==> config.mk <==
export PLATFORM = sky130hd
export DESIGN_NAME = strobe_xfer
export DESIGN_NICKNAME = d
export VERILOG_FILES = /design/src/rtl/strobe_xfer_pkg.sv /design/src/rtl/strobe_xfer_rst_sync.sv /design/src/rtl/strobe_xfer_src_bank.sv /design/src/rtl/strobe_xfer_encoder.sv /design/src/rtl/strobe_xfer_dest.sv /design/src/rtl/strobe_xfer.sv
export SDC_FILE = /design/constraint.sdc
export NUM_CORES = 1
export LEC_CHECK = 0
export CAP_MARGIN = 20
export CORE_MARGIN = 2
export CORE_UTILIZATION = 29
export DETAILED_ROUTE_END_ITERATION = 8
export HOLD_SLACK_MARGIN = 0.1
export RECOVER_POWER = 100
export SLEW_MARGIN = 5
export SYNTH_ARGS = -nofsm -noshare
export SYNTH_HDL_FRONTEND = slang
export SYNTH_SLANG_ARGS = --single-unit
==> constraint.sdc <==
create_clock -name clk -period 3.7 [get_ports clk]
set_clock_uncertainty 0.05 [all_clocks]
set_input_delay 0.555 -clock clk [delete_from_list [all_inputs] [get_ports clk]]
set_output_delay 0.555 -clock clk [all_outputs]
set_load 0.02 [all_outputs]
==> src/rtl/strobe_xfer_pkg.sv <==
package strobe_xfer_pkg;
  localparam int unsigned DATA_W = 8;
  localparam int unsigned N_SRC  = 4;
  localparam int unsigned SEL_W  = (N_SRC > 1) ? $clog2(N_SRC) : 1;

  typedef logic [DATA_W-1:0] word_t;
  typedef logic [SEL_W-1:0]  sel_t;
endpackage

==> src/rtl/strobe_xfer_rst_sync.sv <==
module strobe_xfer_rst_sync #(
  parameter int unsigned STAGES = 2
) (
  input  logic clk,
  input  logic rst_ni,
  output logic rst_no
);
  logic [STAGES-1:0] chain_q;
  logic [STAGES-1:0] chain_nxt;

  always_comb begin
    chain_nxt = {chain_q[STAGES-2:0], 1'b1};
  end

  always_ff @(posedge clk or negedge rst_ni) begin
    if (!rst_ni) chain_q <= '0;
    else         chain_q <= chain_nxt;
  end

  assign rst_no = chain_q[STAGES-1];
endmodule

==> src/rtl/strobe_xfer_src_bank.sv <==
module strobe_xfer_src_bank
  import strobe_xfer_pkg::*;
#(
  parameter int unsigned W = DATA_W,
  parameter int unsigned N = N_SRC
) (
  input  logic                clk,
  input  logic                rst_n,
  input  logic [N-1:0]        wr_en,
  input  logic [W-1:0]        wr_data,
  output logic [N-1:0][W-1:0] src_q
);
  logic [N-1:0][W-1:0] src_nxt;

  for (genvar k = 0; k < N; k++) begin : g_src
    always_comb begin
      src_nxt[k] = wr_en[k] ? wr_data : src_q[k];
    end

    always_ff @(posedge clk or negedge rst_n) begin
      if (!rst_n) src_q[k] <= '0;
      else        src_q[k] <= src_nxt[k];
    end

    // an enabled write lands in the next cycle
    p_src_write_r7: assert property (@(posedge clk) disable iff (!rst_n)
      wr_en[k] |=> src_q[k] == $past(wr_data));
    // an unselected source keeps its value
    p_src_keep_r7: assert property (@(posedge clk) disable iff (!rst_n)
      !wr_en[k] |=> $stable(src_q[k]));
  end
endmodule

==> src/rtl/strobe_xfer_encoder.sv <==
module strobe_xfer_encoder
  import strobe_xfer_pkg::*;
#(
  parameter int unsigned N  = N_SRC,
  parameter int unsigned SW = SEL_W
) (
  input  logic [N-1:0]  strb,
  output logic [SW-1:0] sel,
  output logic          ld_en,
  output logic          multi
);
  // Each select bit is the OR of the strobes whose index has that bit set
  for (genvar b = 0; b < SW; b++) begin : g_sel
    always_comb begin
      sel[b] = 1'b0;
      for (int k = 0; k < N; k++) begin
        if (((k >> b) & 1) == 1) sel[b] = sel[b] | strb[k];
      end
    end
  end

  logic seen;
  always_comb begin
    seen  = 1'b0;
    multi = 1'b0;
    for (int k = 0; k < N; k++) begin
      multi = multi | (seen & strb[k]);
      seen  = seen | strb[k];
    end
    ld_en = seen & ~multi;
  end
endmodule

==> src/rtl/strobe_xfer_dest.sv <==
module strobe_xfer_dest
  import strobe_xfer_pkg::*;
#(
  parameter int unsigned W  = DATA_W,
  parameter int unsigned N  = N_SRC,
  parameter int unsigned SW = SEL_W
) (
  input  logic                clk,
  input  logic                rst_n,
  input  logic [SW-1:0]       sel,
  input  logic                ld_en,
  input  logic [N-1:0][W-1:0] src_q,
  output logic [W-1:0]        dst_q
);
  logic [W-1:0] mux_out;
  logic [W-1:0] dst_nxt;

  always_comb begin
    mux_out = src_q[sel];
    dst_nxt = ld_en ? mux_out : dst_q;
  end

  always_ff @(posedge clk or negedge rst_n) begin
    if (!rst_n) dst_q <= '0;
    else        dst_q <= dst_nxt;
  end

  // a load captures the multiplexer output
  p_dst_load_r2: assert property (@(posedge clk) disable iff (!rst_n)
    ld_en |=> dst_q == $past(mux_out));
  // no load, no change
  p_dst_hold_r5: assert property (@(posedge clk) disable iff (!rst_n)
    !ld_en |=> $stable(dst_q));
endmodule

==> src/rtl/strobe_xfer.sv <==
module strobe_xfer
  import strobe_xfer_pkg::*;
(
  input  logic              clk,
  input  logic              rst_n,
  input  logic [N_SRC-1:0]  src_ld,
  input  logic [DATA_W-1:0] src_din,
  input  logic [N_SRC-1:0]  t_strb,
  output logic [SEL_W-1:0]  mux_sel,
  output logic              dst_ld,
  output logic              strb_err,
  output logic [DATA_W-1:0] dst_q
);
  logic rst_n_s;
  logic [N_SRC-1:0][DATA_W-1:0] src_q;

  strobe_xfer_rst_sync #(.STAGES(2)) u_rst (
    .clk(clk), .rst_ni(rst_n), .rst_no(rst_n_s)
  );

  strobe_xfer_src_bank #(.W(DATA_W), .N(N_SRC)) u_src (
    .clk(clk), .rst_n(rst_n_s), .wr_en(src_ld), .wr_data(src_din), .src_q(src_q)
  );

  strobe_xfer_encoder #(.N(N_SRC), .SW(SEL_W)) u_enc (
    .strb(t_strb), .sel(mux_sel), .ld_en(dst_ld), .multi(strb_err)
  );

  strobe_xfer_dest #(.W(DATA_W), .N(N_SRC), .SW(SEL_W)) u_dst (
    .clk(clk), .rst_n(rst_n_s), .sel(mux_sel), .ld_en(dst_ld),
    .src_q(src_q), .dst_q(dst_q)
  );

  // a lone strobe is the one the select points at
  p_sel_index_r3: assert property (@(posedge clk) disable iff (!rst_n_s)
    $onehot(t_strb) |-> t_strb[mux_sel]);
  // a lone strobe always loads
  p_ld_single_r4: assert property (@(posedge clk) disable iff (!rst_n_s)
    $onehot(t_strb) |-> dst_ld);
  // several strobes raise the flag and block the load
  p_err_multi_r6: assert property (@(posedge clk) disable iff (!rst_n_s)
    ($countones(t_strb) > 1) |-> (strb_err && !dst_ld));
  // destination untouched after an illegal cycle
  p_err_hold_r6: assert property (@(posedge clk) disable iff (!rst_n_s)
    strb_err |=> $stable(dst_q));
endmodule

==> results of run 1 <==
## cell families after synthesis
group | Yosys count | synth area share
AO/OA/AOI/OAI | 14 | 0.0739
XOR/XNOR | 1 | 0.00471
flip-flops | 42 | 0.565
buffers and inverters | 15 | 0.0363
multiplexers | 49 | 0.301
AND/OR/NAND/NOR | 6 | 0.0175
other | 1 | 0.00201
## per-layer routing
layer | routed length, µm | vias to the layer above | track usage
met1 | 1900 | 590 | 0.168
met4 | 42 | 0 | 0.0352
li1 | - | 523 | -
met3 | 178 | 4 | 0.0386
met5 | 0 | - | 0
met2 | 1840 | 33 | 0.191
## power groups by stage
stage               combinational, mW  sequential, mW  clock [mW]
floorplan                       0.112           0.581           0
global placement                0.237           0.556           0
detailed placement              0.243           0.559           0
CTS                             0.244           0.550       0.315
global route                    0.244           0.557       0.340
finish                          0.224           0.548       0.305
## path summary, 6_finish.rpt
| kind | startpoint | endpoint | slack (ns) | cells past startpoint |
|---|---|---|---|---|
| max | t_strb[2] | dst_ld | 0.28 | 7 |
| min | u_rst.chain_q[0]$_DFF_PN0_ | u_rst.chain_q[1]$_DFF_PN0_ | 0.31 | 0 |
| max reg2reg | u_rst.chain_q[1]$_DFF_PN0_ | u_src.src_q[22]$_DFFE_PN0P_ | 1.42 | 1 |
| min reg2reg | u_rst.chain_q[0]$_DFF_PN0_ | u_rst.chain_q[1]$_DFF_PN0_ | 0.31 | 0 |
| max in group asynchronous | u_rst.chain_q[1]$_DFF_PN0_ | u_src.src_q[22]$_DFFE_PN0P_ | 1.42 | 1 |
| min in group asynchronous | rst_n | u_rst.chain_q[0]$_DFF_PN0_ | 0.44 | 1 |
## stage by stage
stage                     hold slack (ns)  instances  worst slack (ns)  total power [mW]
after floorplan                     0.209        128              1.74             0.693
after global placement              0.252        230             0.512             0.794
after detailed placement            0.279        230             0.396             0.802
after CTS                           0.285        238             0.379              1.11
after global routing                0.314        238             0.155              1.14
final                               0.308        238             0.277              1.08
## cells in the final DEF (no fill, tap or decap), drive strengths merged
cell	n
inv	9
clkbuf	8
and2	1
mux2i	9
a22o	1
o21ai	2
mux2	40
clkdlybuf4s50	11
clkinv	1
a221o	2
dfrtp	42
o22a	1
a21oi	1
a21o	1
xnor2	1
conb	1
clkinvlp	1
nor2	5
dlygate4sd3	18
a222oi	6
## registers in the layout, summed over array words and instances (netlist names)
signal	flops
u_src.src_q	32
u_dst.dst_q	8
u_rst.chain_q	2
## final cells by class
| cell class | instances | area share |
|---|---|---|
| Inverter | 9 | 0.0157 |
| Sequential cell | 42 | 0.455 |
| Clock inverter | 2 | 0.00541 |
| Multi-Input combinational cell | 71 | 0.318 |
| Clock buffer | 6 | 0.0357 |
| Tap cell | 77 | 0.0417 |
| Timing Repair Buffer | 31 | 0.129 |
## worst max-delay path: cells and delay by family
kind	cells	cell delay (ns)
AND/OR/NAND/NOR	1	0.44
buffers and inverters	4	1.49
AO/OA/AOI/OAI	2	0.33
==> impl_metrics.csv, run 1 <==
group,metric,value,unit
outcome,status,"complete, but fails checks",
outcome,failed_checks,"capacitance limit, slew limit",
global_route,overflow,0,
layout,final_layout_size_suffix_gt1_frac,0.348,
power_and_ir_drop,pwr-share-clk,0.283,
die,core_region_area,6280,µm²
worst_setup_path,cp-end-kind,"primary output",
global_route,antenna_found_initial,0,
clock_tree,postCtsResizedCells,0,
worst_setup_path,crit_type,"in -> out",
synth,post_synth_inst_count,128,
clock_tree,cts.path.max_buffers,2,
synth,synth_top_flop_cell,"sky130_fd_sc_hd__dfrtp_1",
synth,async_reset_ff_frac,1.00,
job,max_cap_viol_count,1,
sta,period_needed,3.42,ns
global_route,grt_util_all_layers,0.124,
global_route,grt_max_degree,41,
clock_tree,cts.reportedPaths.clkPinSlew,0.08,ns
worst_setup_path,worst_path_required,3.09,ns
clock_tree,cts_root_buf,"sky130_fd_sc_hd__clkbuf_8",
placement,dpl_cell_area,2230,µm²
hold_path,min-delay-path-class,"reg -> reg",
placement,gp_congestion,0.713,
die,die_area,7080,µm²
power_and_ir_drop,power_switching_share,0.276,
layout,antenna-diode-count,0,
power_and_ir_drop,power-per-cell-area,466,nW/µm²
clock_tree,worstSkewPairLatency,0.29,ns
clock_tree,cts_buffers,5,
clock_tree,cts_hold_buf,0,
layout,finalNetCount,178,
synth,seq_area_frac_synth,0.565,
synth,ys_warn_count,0,
sta,final.setup.tns,0,ns
sta,setup_violations,0,
sta,finalMaxSlewViolations,41,
clock_tree,cts_tree,"built",
sta,worst_slew_margin_rel,-0.459,
die,chipWidth,84.1,µm
worst_setup_path,worst_path_most_repeated_cell,"sky130_fd_sc_hd__dlygate4sd3_1",
route,dr_vias_cell,4.83,
sta,unrepaired_setup_endpoints_after_global_routing,"no",
die,die-height,84.1,µm
synth,area_fraction_of_the_dominant_cell_type_after_synthesis,0.565,
route,avgRoutedWirePerCell,16.6,µm
route,drtAntennaViolNets,0,
sta,worst_slew_pin_slew,2.19,ns
synth,synth.lib_cells_used.distinct,25,
layout,area_growth,24.2,%
placement,hpwlAfterDp,2770,µm
route,first_pass_iters,5,
route,num_vias,1150,
sta,timing.final.hold_violations,0,
synth,synth_most_common_cell,"sky130_fd_sc_hd__dfrtp_1",
route,drt-total-wl,3960,µm
synth,postSynthRegisterBits,42,
layout,multiInputGateArea,736,µm²
power_and_ir_drop,vdd_ir_drop_max,270,µV
synth,ys_top_cells_by_area,"sky130_fd_sc_hd__dfrtp_1, sky130_fd_sc_hd__mux2_2, sky130_fd_sc_hd__mux2i_1",
power_and_ir_drop,combinationalPowerShare,0.208,
layout,design_area,2310,µm²
die,io_pins,30,
layout,layout.area.seq,1050,µm²
worst_setup_path,worstPathMaxFanout,9,
global_route,grt_pass1_wl,6760,µm
die,start_util,0.297,
worst_setup_path,worst_path_largest_cell_delay,0.66,ns
power_and_ir_drop,sequentialPowerShare,0.509,
synth,synthesis.nets,146,
synth,ys_top_cells_by_count,"sky130_fd_sc_hd__dfrtp_1, sky130_fd_sc_hd__mux2_2, sky130_fd_sc_hd__mux2i_1",
synth,synthesis.area_per_instance,14.5,µm²
worst_setup_path,critPathLaunchType,"input pin",
placement,numPortBuffers,29,
global_route,vias_in_the_first_global_route,1275,
sta,period_share,0.925,
clock_tree,htree_num_levels,2,
clock_tree,cts.sinks,42,
sta,max_freq,292,MHz
synth,syn-cell-area,1860,µm²
clock_tree,cts_setup_buffers,0,
power_and_ir_drop,p_leak,0.980,nW
power_and_ir_drop,p_int,0.781,mW
synth,synth_top_area_cell,"sky130_fd_sc_hd__dfrtp_1",
worst_setup_path,timing.critical_path.cells,"dlygate4sd3_1 > nor2_2 > inv_4 > o21ai_2 > o21ai_4 > inv_2 > dlygate4sd3_1",
route,dr.first_iter.drc_count,44,
route,drcViolationCount,0,
worst_setup_path,cp.arrival,2.82,ns
die,standard_cell_row_count,29,
power_and_ir_drop,net-switching-power,0.297,mW
synth,synth_enable_flop_cells,0,
layout,finish.utilization,0.368,
worst_setup_path,crit_slowest_cell,"sky130_fd_sc_hd__dlygate4sd3_1",
layout,layout.filler_cells,622,
Note: power is estimated with default switching activity, not from simulation.
==> inputs of run 2 (changes only) <==
--- a/config.mk
+++ b/config.mk
@@ -6,7 +6,7 @@
 export NUM_CORES = 1
 export LEC_CHECK = 0
 export CAP_MARGIN = 20
-export CORE_MARGIN = 2
+export CORE_MARGIN = 5
 export CORE_UTILIZATION = 29
 export DETAILED_ROUTE_END_ITERATION = 8
 export HOLD_SLACK_MARGIN = 0.1
==> impl_metrics.csv, run 2 (synthesized netlist as in run 1, its figures left out) <==
group,metric,value,unit
power_and_ir_drop,vdd_ir_drop_max,194,µV
layout,area_growth,24.3,%
layout,antenna-diode-count,0,
sta,setup_violations,0,
placement,gp_congestion,0.735,
clock_tree,cts.reportedPaths.clkPinSlew,0.08,ns
sta,final.hold.worst_slack,0.305,ns
clock_tree,cts.sinks,42,
layout,mostFrequentLayoutCell,"sky130_fd_sc_hd__dfrtp_1",
clock_tree,cts_tree,"built",
layout,final_cell_mix,"sky130_fd_sc_hd__dfrtp_1, sky130_fd_sc_hd__mux2_2, sky130_fd_sc_hd__dlygate4sd3_1",
power_and_ir_drop,power-per-cell-area,469,nW/µm²
die,chipWidth,90.1,µm
worst_setup_path,worstPathMaxFanout,9,
outcome,status,"complete, but fails checks",
clock_tree,htree_num_levels,2,
clock_tree,worstSkewPairLatency,0.30,ns
worst_setup_path,cp-end-kind,"primary output",
global_route,grt_pass1_wl,6850,µm
route,first_pass_iters,4,
die,die-height,90.1,µm
clock_tree,cts_hold_buf,0,
route,drtAntennaViolNets,0,
worst_setup_path,worst_path_required,3.09,ns
sta,final.setup.tns,0,ns
die,start_util,0.295,
route,dr.first_iter.drc_count,69,
route,dr_vias_cell,4.89,
layout,largest_register_ff_count,32,
worst_setup_path,critPathLaunchType,"input pin",
placement,hpwlAfterDp,2930,µm
route,drt-total-wl,4180,µm
die,io_pins,30,
hold_path,worst_hold_startpoint,"u_rst.chain_q[0]$_DFF_PN0_",
layout,final_layout_size_suffix_gt1_frac,0.348,
global_route,overflow,0,
hold_path,whs_path_depth,0,
die,standard_cell_row_count,29,
power_and_ir_drop,p_leak,0.984,nW
sta,period_share,0.901,
clock_tree,cts_buffers,5,
global_route,vias_in_the_first_global_route,1311,
global_route,grt_max_degree,41,
global_route,grt_util_all_layers,0.109,
job,max_cap_viol_count,1,
sta,timing.final.hold_violations,0,
worst_setup_path,cp.arrival,2.73,ns
placement,numPortBuffers,29,
layout,registers.top_by_ff_count,"u_src.src_q",
route,drcViolationCount,0,
die,die_area,8120,µm²
clock_tree,cts_setup_buffers,0,
clock_tree,postCtsResizedCells,0,
hold_path,min-delay-path-class,"reg -> reg",
worst_setup_path,ff2ff_path_depth,1,
worst_setup_path,rr_endpoint,"u_src.src_q[22]$_DFFE_PN0P_",
sta,worst_slew_margin_rel,-0.412,
outcome,failed_checks,"capacitance limit, slew limit",
clock_tree,cts_root_buf,"sky130_fd_sc_hd__clkbuf_8",
worst_setup_path,r2r-start,"u_rst.chain_q[1]$_DFF_PN0_",
sta,unrepaired_setup_endpoints_after_global_routing,"no",
sta,finalMaxSlewViolations,41,
layout,finish.utilization,0.366,
layout,finalNetCount,178,
worst_setup_path,reg2reg_slack,1.50,ns
die,core_region_area,6310,µm²
hold_path,holdPathEnd,"u_rst.chain_q[1]$_DFF_PN0_",
route,avgRoutedWirePerCell,17.6,µm
sta,period_needed,3.33,ns
sta,worst_slew_pin_slew,2.12,ns
clock_tree,cts.path.max_buffers,2,
worst_setup_path,crit_type,"in -> out",
layout,layout_top_registers,"u_src.src_q: 32 flops, u_dst.dst_q: 8 flops, u_rst.chain_q: 2 flops",
route,num_vias,1165,
global_route,antenna_found_initial,0,
sta,max_freq,300,MHz
[run 2: critical path: stages]
cell and delay (ns):
sky130_fd_sc_hd__clkdlybuf4s50_1 0.53, sky130_fd_sc_hd__nor2_2 0.44, sky130_fd_sc_hd__inv_4 0.11, sky130_fd_sc_hd__o21ai_2 0.19, sky130_fd_sc_hd__o21ai_4 0.17, sky130_fd_sc_hd__inv_2 0.07, sky130_fd_sc_hd__dlygate4sd3_1 0.67
[run 2: how the worst max path moves through the flow]
stage,from,endpoint,slack (ns),cells past startpoint
2_1_floorplan,t_strb[2],dst_ld,1.74,5
3_3_place_gp,t_strb[2],dst_ld,0.50,7
3_5_place_dp,t_strb[3],dst_ld,0.42,7
4_1_cts,t_strb[3],dst_ld,0.41,7
5_1_grt,t_strb[2],dst_ld,0.26,7
6_report,t_strb[2],dst_ld,0.37,7
[run 2: final cells by class]
cell class | count | area [µm²]
fillers | 627 | 4000
flip-flops and latches | 42 | 1050
multi-input cells | 71 | 738
repair buffers | 31 | 298
well taps | 77 | 96.3
clock buffers | 5 | 68.8
inverters | 9 | 36.3
clock inverters | 3 | 25.0
[run 2: layer usage]
layer / GRT usage / share of wire / wire length [µm]
met5: 0 / 0 / 0
met4: 0.0459 / 0.015 / 61
met3: 0.0426 / 0.073 / 304
met2: 0.165 / 0.49 / 2040
met1: 0.137 / 0.43 / 1780
[run 2: where the power goes]
part / switching [mW] / internal (mW)
combinational: 0.111 / 0.119
sequential: 0.0334 / 0.516
clock: 0.170 / 0.136
[run 2: through the flow]
step	cells	instance area, µm²	setup WS [ns]	power (mW)
after global routing	238	2310	0.262	1.15
after CTS	238	2330	0.412	1.11
after detailed placement	230	2230	0.418	0.803
after global placement	230	2230	0.495	0.796
after floorplan	128	1860	1.74	0.693
final	238	2310	0.365	1.09
==> inputs of run 3 (changes only) <==
--- a/config.mk
+++ b/config.mk
@@ -8,6 +8,7 @@
 export CAP_MARGIN = 20
 export CORE_MARGIN = 5
 export CORE_UTILIZATION = 29
+export CTS_BUF_LIST = sky130_fd_sc_hd__clkbuf_4
 export DETAILED_ROUTE_END_ITERATION = 8
 export HOLD_SLACK_MARGIN = 0.1
 export RECOVER_POWER = 100
==> constraint.sdc (replaced) <==
create_clock -name clk -period 3.1 [get_ports clk]
set_clock_uncertainty 0.05 [all_clocks]
set_input_delay 0.465 -clock clk [delete_from_list [all_inputs] [get_ports clk]]
set_output_delay 0.465 -clock clk [all_outputs]
set_load 0.02 [all_outputs]
==> impl_metrics.csv, run 3 (synthesized netlist as in run 1, its figures left out) <==
group,metric,value,unit
clock_tree,cts_tree,"built",
route,drt-total-wl,4150,µm
sta,unrepaired_setup_endpoints_after_global_routing,"no",
route,num_vias,1160,
clock_tree,htree_num_levels,2,
sta,worst_slew_pin_slew,2.07,ns
global_route,vias_in_the_first_global_route,1296,
worst_setup_path,crit_type,"in -> out",
power_and_ir_drop,p_int,0.852,mW
worst_setup_path,critPathLaunchType,"input pin",
layout,finish.utilization,0.363,
layout,mostFrequentLayoutCell,"sky130_fd_sc_hd__dfrtp_1",
die,chipWidth,90.1,µm
power_and_ir_drop,p_leak,0.981,nW
worst_setup_path,cp-end-kind,"primary output",
sta,setup_violations,0,
layout,final_layout_size_suffix_gt1_frac,0.356,
route,first_pass_iters,4,
worst_setup_path,reg2reg_slack,0.94,ns
sta,timing.final.hold_violations,0,
worst_setup_path,worst_path_required,2.58,ns
hold_path,min-delay-path-class,"in -> async",
sta,postLayoutSetupSlackWorst,0.257,ns
power_and_ir_drop,power-per-cell-area,516,nW/µm²
route,dr_vias_cell,4.83,
worst_setup_path,destination_of_the_critical_timing_path,"strb_err",
worst_setup_path,r2r-start,"u_rst.chain_q[1]$_DFF_PN0_",
global_route,overflow,0,
sta,worst_slew_margin_rel,-0.378,
sta,final.hold.worst_slack,0.285,ns
layout,antenna-diode-count,0,
layout,multiInputGateArea,739,µm²
worst_setup_path,cp.arrival,2.33,ns
die,die-height,90.1,µm
worst_setup_path,crit_slowest_cell,"sky130_fd_sc_hd__dlygate4sd3_1",
worst_setup_path,rr_endpoint,"u_dst.dst_q[4]$_DFFE_PN0P_",
layout,final_cell_mix,"sky130_fd_sc_hd__dfrtp_1, sky130_fd_sc_hd__mux2_2, sky130_fd_sc_hd__dlygate4sd3_1",
layout,area_growth,23.0,%
die,io_pins,30,
route,avgRoutedWirePerCell,17.3,µm
power_and_ir_drop,sequentialPowerShare,0.551,
sta,period_share,0.917,
layout,largest_register_ff_count,32,
sta,max_freq,352,MHz
layout,registers.top_by_ff_count,"u_src.src_q",
route,drcViolationCount,0,
worst_setup_path,worst_setup_path_startpoint,"t_strb[2]",
die,start_util,0.295,
global_route,antenna_found_initial,0,
clock_tree,cts.sinks,42,
job,max_cap_viol_count,1,
global_route,grt_max_degree,41,
global_route,grt_pass1_wl,6920,µm
power_and_ir_drop,power_switching_share,0.279,
placement,hpwlAfterDp,2950,µm
power_and_ir_drop,combinationalPowerShare,0.233,
die,die_area,8120,µm²
clock_tree,postCtsResizedCells,0,
outcome,failed_checks,"capacitance limit, slew limit",
sta,finalMaxSlewViolations,41,
layout,design_area,2290,µm²
global_route,grt_util_all_layers,0.107,
clock_tree,cts_buffers,5,
route,drtAntennaViolNets,0,
layout,layout.area.seq,1050,µm²
placement,numPlacedInstances,232,
placement,gp_congestion,0.724,
sta,period_needed,2.84,ns
clock_tree,cts.path.max_buffers,2,
sta,final.setup.tns,0,ns
clock_tree,cts_hold_buf,0,
die,core_region_area,6310,µm²
worst_setup_path,worstPathMaxFanout,7,
placement,numPortBuffers,29,
die,standard_cell_row_count,29,
power_and_ir_drop,pwr-share-clk,0.216,
layout,finalNetCount,180,
worst_setup_path,ff2ff_path_depth,1,
route,dr.first_iter.drc_count,47,
power_and_ir_drop,fin_total_pwr,1.18,mW
worst_setup_path,timing.critical_path.cells,"dlygate4sd3_1 > nor2_2 > buf_4 > nor2_1 > o22a_1 > clkdlybuf4s50_1",
clock_tree,cts_setup_buffers,0,
outcome,status,"complete, but fails checks",
worst_setup_path,worst_path_largest_cell_delay,0.64,ns
clock_tree,worstSkewPairLatency,0.34,ns
power_and_ir_drop,net-switching-power,0.329,mW
placement,post-place-ws,0.345,ns
clock_tree,cts.reportedPaths.clkPinSlew,0.11,ns
clock_tree,cts_root_buf,"sky130_fd_sc_hd__clkbuf_4",
layout,layout.filler_cells,635,
power_and_ir_drop,vdd_ir_drop_max,240,µV
layout,layout_top_registers,"u_src.src_q: 32 flops, u_dst.dst_q: 8 flops, u_rst.chain_q: 2 flops",
layout,final_instance_count_without_filler_cells,240,
placement,dpl_cell_area,2250,µm²
==> run 3: layer usage <==
layer	global-route usage	share of wire	vias up
met4	0.0298	0.0084	0
met3	0.0292	0.066	5
met1	0.141	0.45	583
met2	0.173	0.48	40
li1	-	-	532
met5	0	0	-
==> run 3: power by group through the flow <==
stage | Combinational, mW | Sequential [mW] | Clock (mW)
6_report | 0.275 | 0.650 | 0.255
5_1_grt | 0.298 | 0.659 | 0.292
4_1_cts | 0.297 | 0.652 | 0.270
3_5_place_dp | 0.296 | 0.662 | 0
3_3_place_gp | 0.290 | 0.658 | 0
2_1_floorplan | 0.134 | 0.693 | 0
==> run 3: critical path: cells and delay by family <==
family          cells  cell delay [ns]
compound gates      1             0.17
buf+inv             3             1.40
simple gates        2             0.29
==> run 3: cell type report <==
cell class              instances  share of cell area
clock buffers                   6              0.0197
clock inverters                 2             0.00383
inverters                       9              0.0158
multi-input cells              71               0.323
flip-flops and latches         42               0.459
well taps                      77              0.0421
repair buffers                 33               0.137
==> run 3: worst min path at each step <==
stage	endpoint	depth (start not counted)	startpoint	slack (ns)
after CTS	u_rst.chain_q[1]$_DFF_PN0_	1	rst_n	0.21
after detailed placement	u_src.src_q[2]$_DFFE_PN0P_	1	u_rst.chain_q[1]$_DFF_PN0_	0.26
after global routing	u_rst.chain_q[1]$_DFF_PN0_	1	rst_n	0.27
after global placement	u_dst.dst_q[2]$_DFFE_PN0P_	1	u_rst.chain_q[1]$_DFF_PN0_	0.25
after floorplan	u_rst.chain_q[0]$_DFF_PN0_	0	rst_n	0.12
final	u_rst.chain_q[0]$_DFF_PN0_	1	rst_n	0.28
